**src/rtl/cml_pkg.sv**
```systemverilog
package cml_pkg;
  localparam int ADDR_W     = 32;
  localparam int DATA_W     = 32;
  localparam int IDX_W      = 16;
  localparam int OFF_W      = 16;
  localparam int CONST_BASE = 64;
  localparam logic [IDX_W-1:0] IDX_SCALAR = 16'hFFFE;
  localparam logic [IDX_W-1:0] IDX_BYNAME = 16'hFFFF;

  typedef struct packed {
    logic [ADDR_W-1:0] addr;
    logic [IDX_W-1:0]  idx;
    logic [OFF_W-1:0]  off;
  } desc_t;

  typedef enum logic [1:0] {K_PARAM, K_CONST, K_SCALAR, K_BYNAME} kind_e;

  // number of 32-bit words held by an entry with the given byte count
  function automatic logic [2:0] len_to_words(input logic [3:0] len);
    logic [4:0] sum;
    sum = {1'b0, len} + 5'd3;
    return sum[4:2];
  endfunction

  // constant number for a pool index (index minus the pool base)
  function automatic logic [IDX_W-1:0] const_number(input logic [IDX_W-1:0] idx);
    return idx - IDX_W'(CONST_BASE);
  endfunction
endpackage

```
**src/rtl/cml_index_decode.sv**
```systemverilog
module cml_index_decode
  import cml_pkg::*;
#(
  parameter int CNT_W = 8,
  parameter int SEL_W = 8
) (
  input  logic [IDX_W-1:0]  idx,
  input  logic [OFF_W-1:0]  off,
  input  logic [CNT_W-1:0]  par_count,
  input  logic [CNT_W-1:0]  const_count,
  output kind_e             kind,
  output logic [SEL_W-1:0]  sel,
  output logic              exists,
  output logic [DATA_W-1:0] imm
);
  logic [IDX_W-1:0] cnum;
  assign cnum = const_number(idx);

  always_comb begin
    kind   = K_PARAM;
    sel    = '0;
    exists = 1'b0;
    imm    = '0;
    if (idx == IDX_SCALAR) begin
      kind   = K_SCALAR;
      exists = 1'b1;
      imm    = DATA_W'(off);
    end else if (idx == IDX_BYNAME) begin
      kind   = K_BYNAME;
      exists = (off < OFF_W'(par_count));
      imm    = DATA_W'(off);
    end else if (idx < IDX_W'(CONST_BASE)) begin
      kind   = K_PARAM;
      exists = (idx < IDX_W'(par_count));
      sel    = idx[SEL_W-1:0];
    end else begin
      kind   = K_CONST;
      exists = (cnum < IDX_W'(const_count));
      sel    = cnum[SEL_W-1:0];
    end
  end

  // the scalar form is always valid
  always_comb scalar_valid_chk: assert (!(idx == IDX_SCALAR) || exists);
endmodule

```
**src/rtl/cml_value_check.sv**
```systemverilog
module cml_value_check
  import cml_pkg::*;
(
  input  logic [3:0]        len,
  input  logic [OFF_W-1:0]  off,
  input  logic [DATA_W-1:0] rdata,
  output logic              ok,
  output logic [DATA_W-1:0] data
);
  logic [2:0] words;
  assign words = len_to_words(len);
  assign ok    = (words != 3'd0) && (off < OFF_W'(words));
  assign data  = rdata;

  // a single-word entry never accepts a nonzero offset
  always_comb single_word_chk: assert (!(words == 3'd1 && off != '0) || !ok);
endmodule

```
**src/rtl/cml_bus_port.sv**
```systemverilog
module cml_bus_port
  import cml_pkg::*;
(
  input  logic              clk,
  input  logic              rst_n,
  input  logic              load,
  input  logic [ADDR_W-1:0] ld_addr,
  input  logic [DATA_W-1:0] ld_data,
  input  logic              wr_ready,
  output logic              wr_valid,
  output logic [ADDR_W-1:0] wr_addr,
  output logic [DATA_W-1:0] wr_data,
  output logic              accepted
);
  assign accepted = wr_valid && wr_ready;

  always_ff @(posedge clk or negedge rst_n) begin
    if (!rst_n) begin
      wr_valid <= 1'b0;
      wr_addr  <= '0;
      wr_data  <= '0;
    end else if (load) begin
      wr_valid <= 1'b1;
      wr_addr  <= ld_addr;
      wr_data  <= ld_data;
    end else if (accepted) begin
      wr_valid <= 1'b0;
    end
  end


  property p_hold;
    @(posedge clk) disable iff (!rst_n)
      (wr_valid && !wr_ready) |=> (wr_valid && $stable(wr_addr) && $stable(wr_data));
  endproperty
  hold_while_stalled_chk: assert property (p_hold);

  // a new write is never loaded over a pending one
  property p_no_overwrite;
    @(posedge clk) disable iff (!rst_n) load |-> !wr_valid;
  endproperty
  no_overwrite_chk: assert property (p_no_overwrite);
endmodule

```
**src/rtl/cml_loader.sv**
```systemverilog
module cml_loader
  import cml_pkg::*;
#(
  parameter int MAX_WRITES = 64,
  parameter int CNT_W      = 8,
  parameter int SEL_W      = 8,
  parameter int WORD_W     = 2,
  localparam int DA_W      = $clog2(MAX_WRITES),
  localparam int CUR_W     = DA_W + 1,
  localparam int DESC_W    = ADDR_W + IDX_W + OFF_W
) (
  input  logic              clk,
  input  logic              rst_n,
  input  logic              start,
  input  logic [CNT_W-1:0]  num_writes,
  input  logic [CNT_W-1:0]  par_count,
  input  logic [CNT_W-1:0]  const_count,
  output logic              desc_rd_en,
  output logic [DA_W-1:0]   desc_rd_addr,
  input  logic [DESC_W-1:0] desc_rd_data,
  output logic              val_rd_en,
  output logic              val_rd_const,
  output logic [SEL_W-1:0]  val_rd_idx,
  output logic [WORD_W-1:0] val_rd_word,
  input  logic [3:0]        val_rd_len,
  input  logic [DATA_W-1:0] val_rd_data,
  output logic              wr_valid,
  output logic [ADDR_W-1:0] wr_addr,
  output logic [DATA_W-1:0] wr_data,
  input  logic              wr_ready,
  output logic              done,
  output logic              err
);
  typedef enum logic [2:0] {S_IDLE, S_FETCH, S_DESC, S_DECODE, S_VALUE, S_ISSUE, S_DONE} state_e;

  state_e           state;
  logic [CUR_W-1:0] cur;
  logic [CNT_W-1:0] count_q;
  desc_t            desc_q;
  logic             err_q;

  // named internal events
  logic             start_ok;
  logic             count_bad;
  logic             last_desc;
  logic             bus_load;
  logic             bus_accepted;
  logic [DATA_W-1:0] load_data;
  kind_e            dec_kind;
  logic [SEL_W-1:0] dec_sel;
  logic             dec_exists;
  logic [DATA_W-1:0] dec_imm;
  logic             val_ok;
  logic [DATA_W-1:0] val_data;
  logic             dec_needs_store;

  assign start_ok  = (state == S_IDLE) && start;
  assign count_bad = (num_writes > CNT_W'(MAX_WRITES));
  assign last_desc = (CNT_W'(cur) + CNT_W'(1)) == count_q;

  cml_index_decode #(.CNT_W(CNT_W), .SEL_W(SEL_W)) u_dec (
    .idx(desc_q.idx), .off(desc_q.off),
    .par_count(par_count), .const_count(const_count),
    .kind(dec_kind), .sel(dec_sel), .exists(dec_exists), .imm(dec_imm)
  );

  cml_value_check u_val (
    .len(val_rd_len), .off(desc_q.off), .rdata(val_rd_data),
    .ok(val_ok), .data(val_data)
  );

  assign dec_needs_store = (dec_kind == K_PARAM) || (dec_kind == K_CONST);

  // read strobes
  assign desc_rd_en   = (state == S_FETCH);
  assign desc_rd_addr = cur[DA_W-1:0];
  assign val_rd_en    = (state == S_DECODE) && dec_exists && dec_needs_store;
  assign val_rd_const = (dec_kind == K_CONST);
  assign val_rd_idx   = dec_sel;
  assign val_rd_word  = desc_q.off[WORD_W-1:0];

  // bus load request
  always_comb begin
    bus_load  = 1'b0;
    load_data = dec_imm;
    if (state == S_DECODE && dec_exists && !dec_needs_store) begin
      bus_load = 1'b1;
    end else if (state == S_VALUE && val_ok) begin
      bus_load  = 1'b1;
      load_data = val_data;
    end
  end

  cml_bus_port u_bus (
    .clk(clk), .rst_n(rst_n), .load(bus_load),
    .ld_addr(desc_q.addr), .ld_data(load_data),
    .wr_ready(wr_ready), .wr_valid(wr_valid), .wr_addr(wr_addr),
    .wr_data(wr_data), .accepted(bus_accepted)
  );

  always_ff @(posedge clk or negedge rst_n) begin
    if (!rst_n) begin
      state   <= S_IDLE;
      cur     <= '0;
      count_q <= '0;
      desc_q  <= '0;
      err_q   <= 1'b0;
    end else begin
      unique case (state)
        S_IDLE: if (start) begin
          count_q <= num_writes;
          cur     <= '0;
          err_q   <= count_bad;
          if (count_bad || num_writes == '0) state <= S_DONE;
          else                               state <= S_FETCH;
        end
        S_FETCH:  state <= S_DESC;
        S_DESC: begin
          desc_q <= desc_t'(desc_rd_data);
          state  <= S_DECODE;
        end
        S_DECODE: begin
          if (!dec_exists) begin
            err_q <= 1'b1;
            state <= S_DONE;
          end else if (dec_needs_store) state <= S_VALUE;
          else                          state <= S_ISSUE;
        end
        S_VALUE: begin
          if (val_ok) state <= S_ISSUE;
          else begin
            err_q <= 1'b1;
            state <= S_DONE;
          end
        end
        S_ISSUE: if (bus_accepted) begin
          if (last_desc) state <= S_DONE;
          else begin
            cur   <= cur + CUR_W'(1);
            state <= S_FETCH;
          end
        end
        S_DONE:  state <= S_IDLE;
        default: state <= S_IDLE;
      endcase
    end
  end

  assign done = (state == S_DONE);
  assign err  = err_q;

  // no descriptor fetch while a write is outstanding
  property p_fetch_idle_bus;
    @(posedge clk) disable iff (!rst_n) desc_rd_en |-> !wr_valid;
  endproperty
  no_fetch_during_write_chk: assert property (p_fetch_idle_bus);


  property p_done_pulse;
    @(posedge clk) disable iff (!rst_n) done |=> !done;
  endproperty
  done_single_cycle_chk: assert property (p_done_pulse);


  property p_err_quiet;
    @(posedge clk) disable iff (!rst_n) (err && state != S_IDLE) |-> (!wr_valid && !bus_load);
  endproperty
  no_write_after_err_chk: assert property (p_err_quiet);


  property p_fetch_range;
    @(posedge clk) disable iff (!rst_n) desc_rd_en |-> (CNT_W'(desc_rd_addr) < count_q);
  endproperty
  fetch_in_range_chk: assert property (p_fetch_range);


  property p_bad_count;
    @(posedge clk) disable iff (!rst_n) (start_ok && count_bad) |=> (done && err);
  endproperty
  bad_count_chk: assert property (p_bad_count);


  property p_busy_start;
    @(posedge clk) disable iff (!rst_n)
      (start && state != S_IDLE && state != S_DONE) |=> $stable(count_q);
  endproperty
  busy_start_ignored_chk: assert property (p_busy_start);
endmodule

```
**config.mk**
```make
export PLATFORM = sky130hd
export DESIGN_NAME = cml_loader
export DESIGN_NICKNAME = d
export VERILOG_FILES = /design/src/rtl/cml_pkg.sv /design/src/rtl/cml_index_decode.sv /design/src/rtl/cml_value_check.sv /design/src/rtl/cml_bus_port.sv /design/src/rtl/cml_loader.sv
export SDC_FILE = /design/constraint.sdc
export NUM_CORES = 1
export LEC_CHECK = 0
export BUFFER_PORTS_ARGS = -buffer_cell sky130_fd_sc_hd__buf_2
export CAP_MARGIN = 10
export CORE_ASPECT_RATIO = 0.75
export CORE_MARGIN = 5
export CORE_UTILIZATION = 52
export CTS_CLUSTER_DIAMETER = 80
export DETAILED_ROUTE_END_ITERATION = 7
export PLACE_DENSITY = 0.81
export SYNTH_ARGS = -nofsm -noshare
export SYNTH_HDL_FRONTEND = slang
export SYNTH_SLANG_ARGS = --single-unit
export TNS_END_PERCENT = 30
```
**constraint.sdc**
```tcl
create_clock -name clk -period 3.25 [get_ports clk]
set_input_delay 0.65 -clock clk [delete_from_list [all_inputs] [get_ports clk]]
set_output_delay 0.65 -clock clk [all_outputs]
set_load 0.02 [all_outputs]
```
* After elaboration in Yosys (flattened, before gate mapping)
Index checks and enable logic that the tools add are counted.
** Word-level totals
- Bits in registers :: 148
- Input port bits :: 128
- Output and inout bits :: 86
- Logic and storage cells :: 88
** Operators by class
- Add/sub/neg operators :: 4
- $lt $le $gt $ge :: 6
- Equality and inequality tests :: 15
- Muxes and demuxes :: 33
- Reductions and logical operators :: 20
** Operators with widths (count)
- $mux 32 :: 3
- $lt 16x8->1 :: 3
- $eq 16x16->1 const B :: 2
- $mux 8 :: 3
- $mux 7 :: 3
- $pmux 3 s6 :: 1
- $lt 16x3->1 :: 1
- $lt 16x7->1 const B :: 1
- $mux 16 :: 1
- $sub 16x7->16 const B :: 1
- $pmux 7 s2 :: 1
- $mux 1 :: 12
- $mux 3 :: 4
- $ne 2x2->1 const B :: 5
- $eq 3x3->1 const B :: 3
- $add 7x1->8 const B :: 1
- $eq 8x8->1 :: 1
- $gt 8x7->1 const B :: 1
- $logic_not 8->1 :: 1
- $mux 2 :: 4
- $reduce_and 4->1 :: 2
- $add 7x1->7 const B :: 1
- $eq 3x2->1 const B :: 2
- $logic_and 1x1->1 :: 6
- other kinds (11) :: 15

* Depth between registers and ports, before layout
- Depth after elaboration :: 10
- Depth in mapped cells :: 11
- Depth with buffers taken out :: 10

* By module
Synthesis repeated with hierarchy kept, for this count alone.
** Unflattened totals
- Cell total of the unflattened synthesis :: 636
- Area, all modules :: 8022.7 µm²
** By module, submodules not included
- cml_loader :: instances 1, cells an instance 305, area each 4025.1 µm², sequential area each 2077.0 µm²
- cml_bus_port :: instances 1, cells an instance 139, area each 2621.3 µm², sequential area each 1626.6 µm²
- cml_index_decode :: instances 1, cells an instance 144, area each 1028.5 µm², sequential area each 0.0 µm²
- cml_value_check :: instances 1, cells an instance 48, area each 347.8 µm², sequential area each 0.0 µm²

* Least setup slack after synthesis
No wires, ideal clock.
- Path type :: register to output
- Start point :: register desc_q[22] in the netlist's numbering
- End point :: output port val_rd_en
- Arrival :: 2.370 ns
- Data required time :: 2.600 ns
- Setup slack :: 0.230 ns
- Stages on the path, launching flop included :: 10
- Buffers on the path :: 0
- Cell sequence :: dfrtp_1 inv_1 ha_1 inv_1 ha_1 a211oi_1 nand4_1 nor4_1 a221oi_1 nor3_1
** On the way
- Longest elaborated chain between the ends :: 7
- Elaborated cells between the ends (all ways) :: 17
- Those cells by class :: add/sub: 1; order compare: 3; eq/ne: 3; mux: 6; reduce/logical: 4
** RTL lines
- start: declaration :: RTL line cml_loader.sv:39 : desc_t desc_q;
- start signal: assignment :: RTL line cml_loader.sv:119 : desc_q <= desc_t'(desc_rd_data);
- $sub 16x7->16 / $lt 16x7->1 (equally long branches) :: RTL line cml_pkg.sv:27, cml_index_decode.sv:32
- $lt 16x8->1 / $mux 1 (equally long branches) :: RTL line cml_index_decode.sv:38, cml_index_decode.sv:32
- $mux 1 / $mux 2 (equally long branches) :: RTL line cml_index_decode.sv:32, cml_index_decode.sv:28
- $mux 1 / $mux 2 (equally long branches) :: RTL line cml_index_decode.sv:28, cml_index_decode.sv:24
- $mux 1, or another cell as far along :: RTL line cml_index_decode.sv:24 : if (idx == IDX_SCALAR) begin
- $logic_and 1x1->1 / $logic_or 1x1->1 (equally long branches) :: RTL line cml_loader.sv:77, cml_loader.sv:72
- $logic_and 1x1->1 (*) :: RTL line cml_loader.sv:77 : assign val_rd_en = (state == S_DECODE) && dec_exists && dec_needs_store;
- end: declaration :: RTL line cml_loader.sv:21 : output logic val_rd_en,
Every way passes the cells marked *; elsewhere a longest branch is shown, timed or not.

* Final worst setup path
Same ends and word-level chain as after synthesis.

==> reports/metrics.yaml <==
status:
  status: "finished, violations left"
  violations: "setup timing"
power_and_ir_drop:
  vdd_drop_max_mv: 0.495
  power_density_nw_per_um2: 920
  p_leak_uw: 0.00464
floorplanning:
  start_util_pct: 53.5
  fp.dieH_um: 111
  rows: 36
  chipWidth_um: 144
  die_area_um2: 15900
  core_area_um2: 13100
  io_pins: 214
synthesis:
  ys_seq_elements: 148
  synthTopCellsByArea: "dfrtp_1 (53%), mux2_2 (10%), mux2_1 (5.1%)"
  synth_edf_count: 0
  synth-simple-area-share_pct: 10.9
  async_reset_ff_share_pct: 100
  muxShareOfSynthArea_pct: 15.3
  synth.most_common_cell: "dfrtp_1"
  ys_types: 54
  synth_fa_ha_area_share_pct: 4.64
  synth_top_family_by_area: "multiplexers"
  seq_area_frac_synth_pct: 52.8
  ys_warn_count: 0
  synth_common_cells: "dfrtp_1 (148), mux2_2 (63), nand2_1 (49)"
  synth.top_cell.area_share_pct: 52.8
  synth_compound_area_share_pct: 10.9
  synth_top_flop_cell: "dfrtp_1"
  yosys.area_share.xor_xnor_pct: 1.75
  syn-cell-area_um2: 7010
  yosys.area.top_type: "dfrtp_1"
  avgSynthCellArea_um2: 11.9
  synth_nets: 743
  synthCells: 589
finish:
  nFillCells: 954
  fin_cells: 990
  syn2layout_area_growth_pct: 28.9
  fin_util_pct: 68.9
  layout.nets: 959
  fin_area_um2: 9030
  drive_gt1_share_pct: 42.2
global_route:
  grt_pass1_vias: 5886
  grt_max_degree: 63
  antenna_found_initial: 3
  overflow: 0
  grt.total_usage_pct: 24.3
  grt_pass1_wl_um: 30400
critical_path:
  cp_max_fo: 3
  crit_chain: "inv_2 > ha_4 > inv_2 > ha_4 > nand2_2 > or4_4 > a221oi_4 > nor3_2 > buf_4"
  worst_setup_path_start_kind: "register"
  slowest_stage: "or4_4"
  worstPathArrival_ns: 2.63
  crit_path_max_incr_delay_ns: 0.52
  critPathKind: "reg2out"
  cp_top_family: "simple AND/OR/NAND/NOR gates"
  cp-end-kind: "output port"
  critPathRequiredTime_ns: 2.60
  cp_num_buf_inv: 3
run:
  maxCapViolations: 0
timing:
  finalCriticalPeriod_ns: 3.28
  worst_pin_slew_ns: 0.707
  grt_setup_unrepaired: "true"
  slew_headroom_pct: 52.6
  finClkSkew_ns: 0.00719
  maxSlewViolCount: 0
  final.period_utilization_pct: 101
  fmax_ghz: 0.305
  hold_viol_final: 0
  final.setup.worst_slack_ns: -0.0269
  setup_viol: 1
routing:
  drc: 0
  ant_nets: 0
  vias: 5636
  drt_iter0_markers: 415
  via_per_inst: 5.69
  wl_per_cell_um: 19.5
  drt-pass1-iter-count: 5
  wl_um: 19300
placement:
  place_inst: 954
  place_area_um2: 8300
  portBuffers: 213
  dp_hpwl_um: 13700
  gp_congestion: 0.962
clock_network:
  cts_tree: "yes"
  numClockSinks: 148
  clock-root-buffer: "clkbuf_16"
  numCtsBuffers: 17
  clk_path_buf_depth: 2
  hold_buffers: 0
  clkLatencyLatePin_ns: 0.42
  htreeDepth: 4
  clk_pin_slew_ns: 0.06
hold_path:
  hp-class: "in2async"
worst paths after layout:
kind | start | to | slack, ns | cells after the start
worst max-delay path | desc_q[22]$_DFFE_PN0P_ | val_rd_en | -0.03 | 9
worst min-delay path | rst_n | cur[5]$_DFFE_PN0P_ | 0.20 | 1
worst max register to register | val_rd_word[1]$_DFFE_PN0P_ | u_bus.wr_data[8]$_DFFE_PN0P_ | 0.64 | 10
worst min register to register | u_bus.wr_data[0]$_DFFE_PN0P_ | u_bus.wr_data[0]$_DFFE_PN0P_ | 0.47 | 1
max in group asynchronous | rst_n | u_bus.wr_addr[0]$_DFFE_PN0P_ | 2.33 | 2
min in group clk | num_writes[2] | count_q[2]$_DFFE_PN0P_ | 0.44 | 3
routing by layer:
layer  global-route usage, %  vias to the layer above  wire, um  share of wire, %
li1                        -                     2551         -                 -
met1                    31.2                     2754      7640                40
met3                    8.25                       53      1890               9.8
met5                       0                        -        20              0.10
met4                    10.0                        2       566               2.9
met2                    37.8                      276      9180                48
area by class of cell:
| type | count | area (um2) | share of cell area, % |
|---|---|---|---|
| sequential | 148 | 3700 | 41.0 |
| multi-input combinational | 385 | 3150 | 34.8 |
| timing repair buffer | 231 | 1260 | 14.0 |
| clock buffer | 22 | 464 | 5.14 |
| tap | 171 | 214 | 2.37 |
| clock inverter | 9 | 151 | 1.68 |
| inverter | 22 | 82.6 | 0.914 |
| antenna | 2 | 5.00 | 0.0554 |
worst reg2reg max path, delay by kind of cell, from the launching register on:
kind            cells  cell delay [ns]
simple gates        3             0.62
buf+inv             2             0.45
flops               1             0.45
compound gates      4             0.62
fa+ha+maj           1             0.33
cell families (layout without fill, tap and decap cells):
| family | Yosys count | after routing |
|---|---|---|
| simple gates | 146 | 146 |
| other cells | 0 | 2 |
| fa+ha+maj | 26 | 26 |
| mux | 95 | 95 |
| buf+inv | 56 | 284 |
| xor+xnor | 14 | 14 |
| flops | 148 | 148 |
| compound gates | 104 | 104 |
sequential cells by signal, indices dropped and copies added, names as in the netlist:
name	flops
state	3
u_bus.wr_data	32
cur	7
u_bus.wr_addr	32
val_rd_word	2
desc_q	62
count_q	8
u_bus.wr_valid	1
err	1
metrics by stage:
| stage | hold WS [ns] | total power [uW] | worst slack [ns] | setup TNS, ns |
|---|---|---|---|---|
| final | 0.198 | 8310 | -0.0269 | -0.0269 |
| after global routing | 0.227 | 8770 | -0.119 | -0.119 |
| after CTS | 0.199 | 8320 | -0.0354 | -0.0354 |
| after detailed placement | 0.461 | 6090 | 0.0697 | 0 |
| after global placement | 0.455 | 5880 | 0.0562 | 0 |
| after floorplan | 0.354 | 5080 | 0.230 | 0 |
placed cells by master, fill, tap and decap left out, drive strengths merged, types with 3 or more instances in the layout:
| cell type | count |
|---|---|
| buf | 231 |
| dfrtp | 148 |
| mux2 | 95 |
| nand2 | 50 |
| a22o | 26 |
| ha | 26 |
| inv | 23 |
| clkbuf | 22 |
| nor2 | 20 |
| a21oi | 16 |
| a21o | 16 |
| nor2b | 14 |
| o21ai | 14 |
| a211oi | 13 |
| nand3 | 11 |
| xnor2 | 10 |
| nor4 | 9 |
| nand4 | 8 |
| nor3 | 8 |
| nand2b | 6 |
| nor3b | 5 |
| a211o | 4 |
| or3 | 4 |
| xor2 | 4 |
| bufinv | 4 |
| o211ai | 3 |
| and3 | 3 |
| clkinv | 3 |
report_power, final:
part,internal (uW),total (uW),switching (uW),leakage (uW)
Clock,1320,2060,743,0.000300
Sequential,2560,3180,615,0.00185
Combinational,1470,3070,1590,0.00250
Total,5360,8310,2950,0.00464
repair_timing:
item	CTS	global route
resized for setup	16	2
hold endpoints to repair	0	0
setup endpoints to repair	1	1
pin swaps	8	0
setup buffers	3	0
Note: power is estimated with default switching activity, not from simulation.
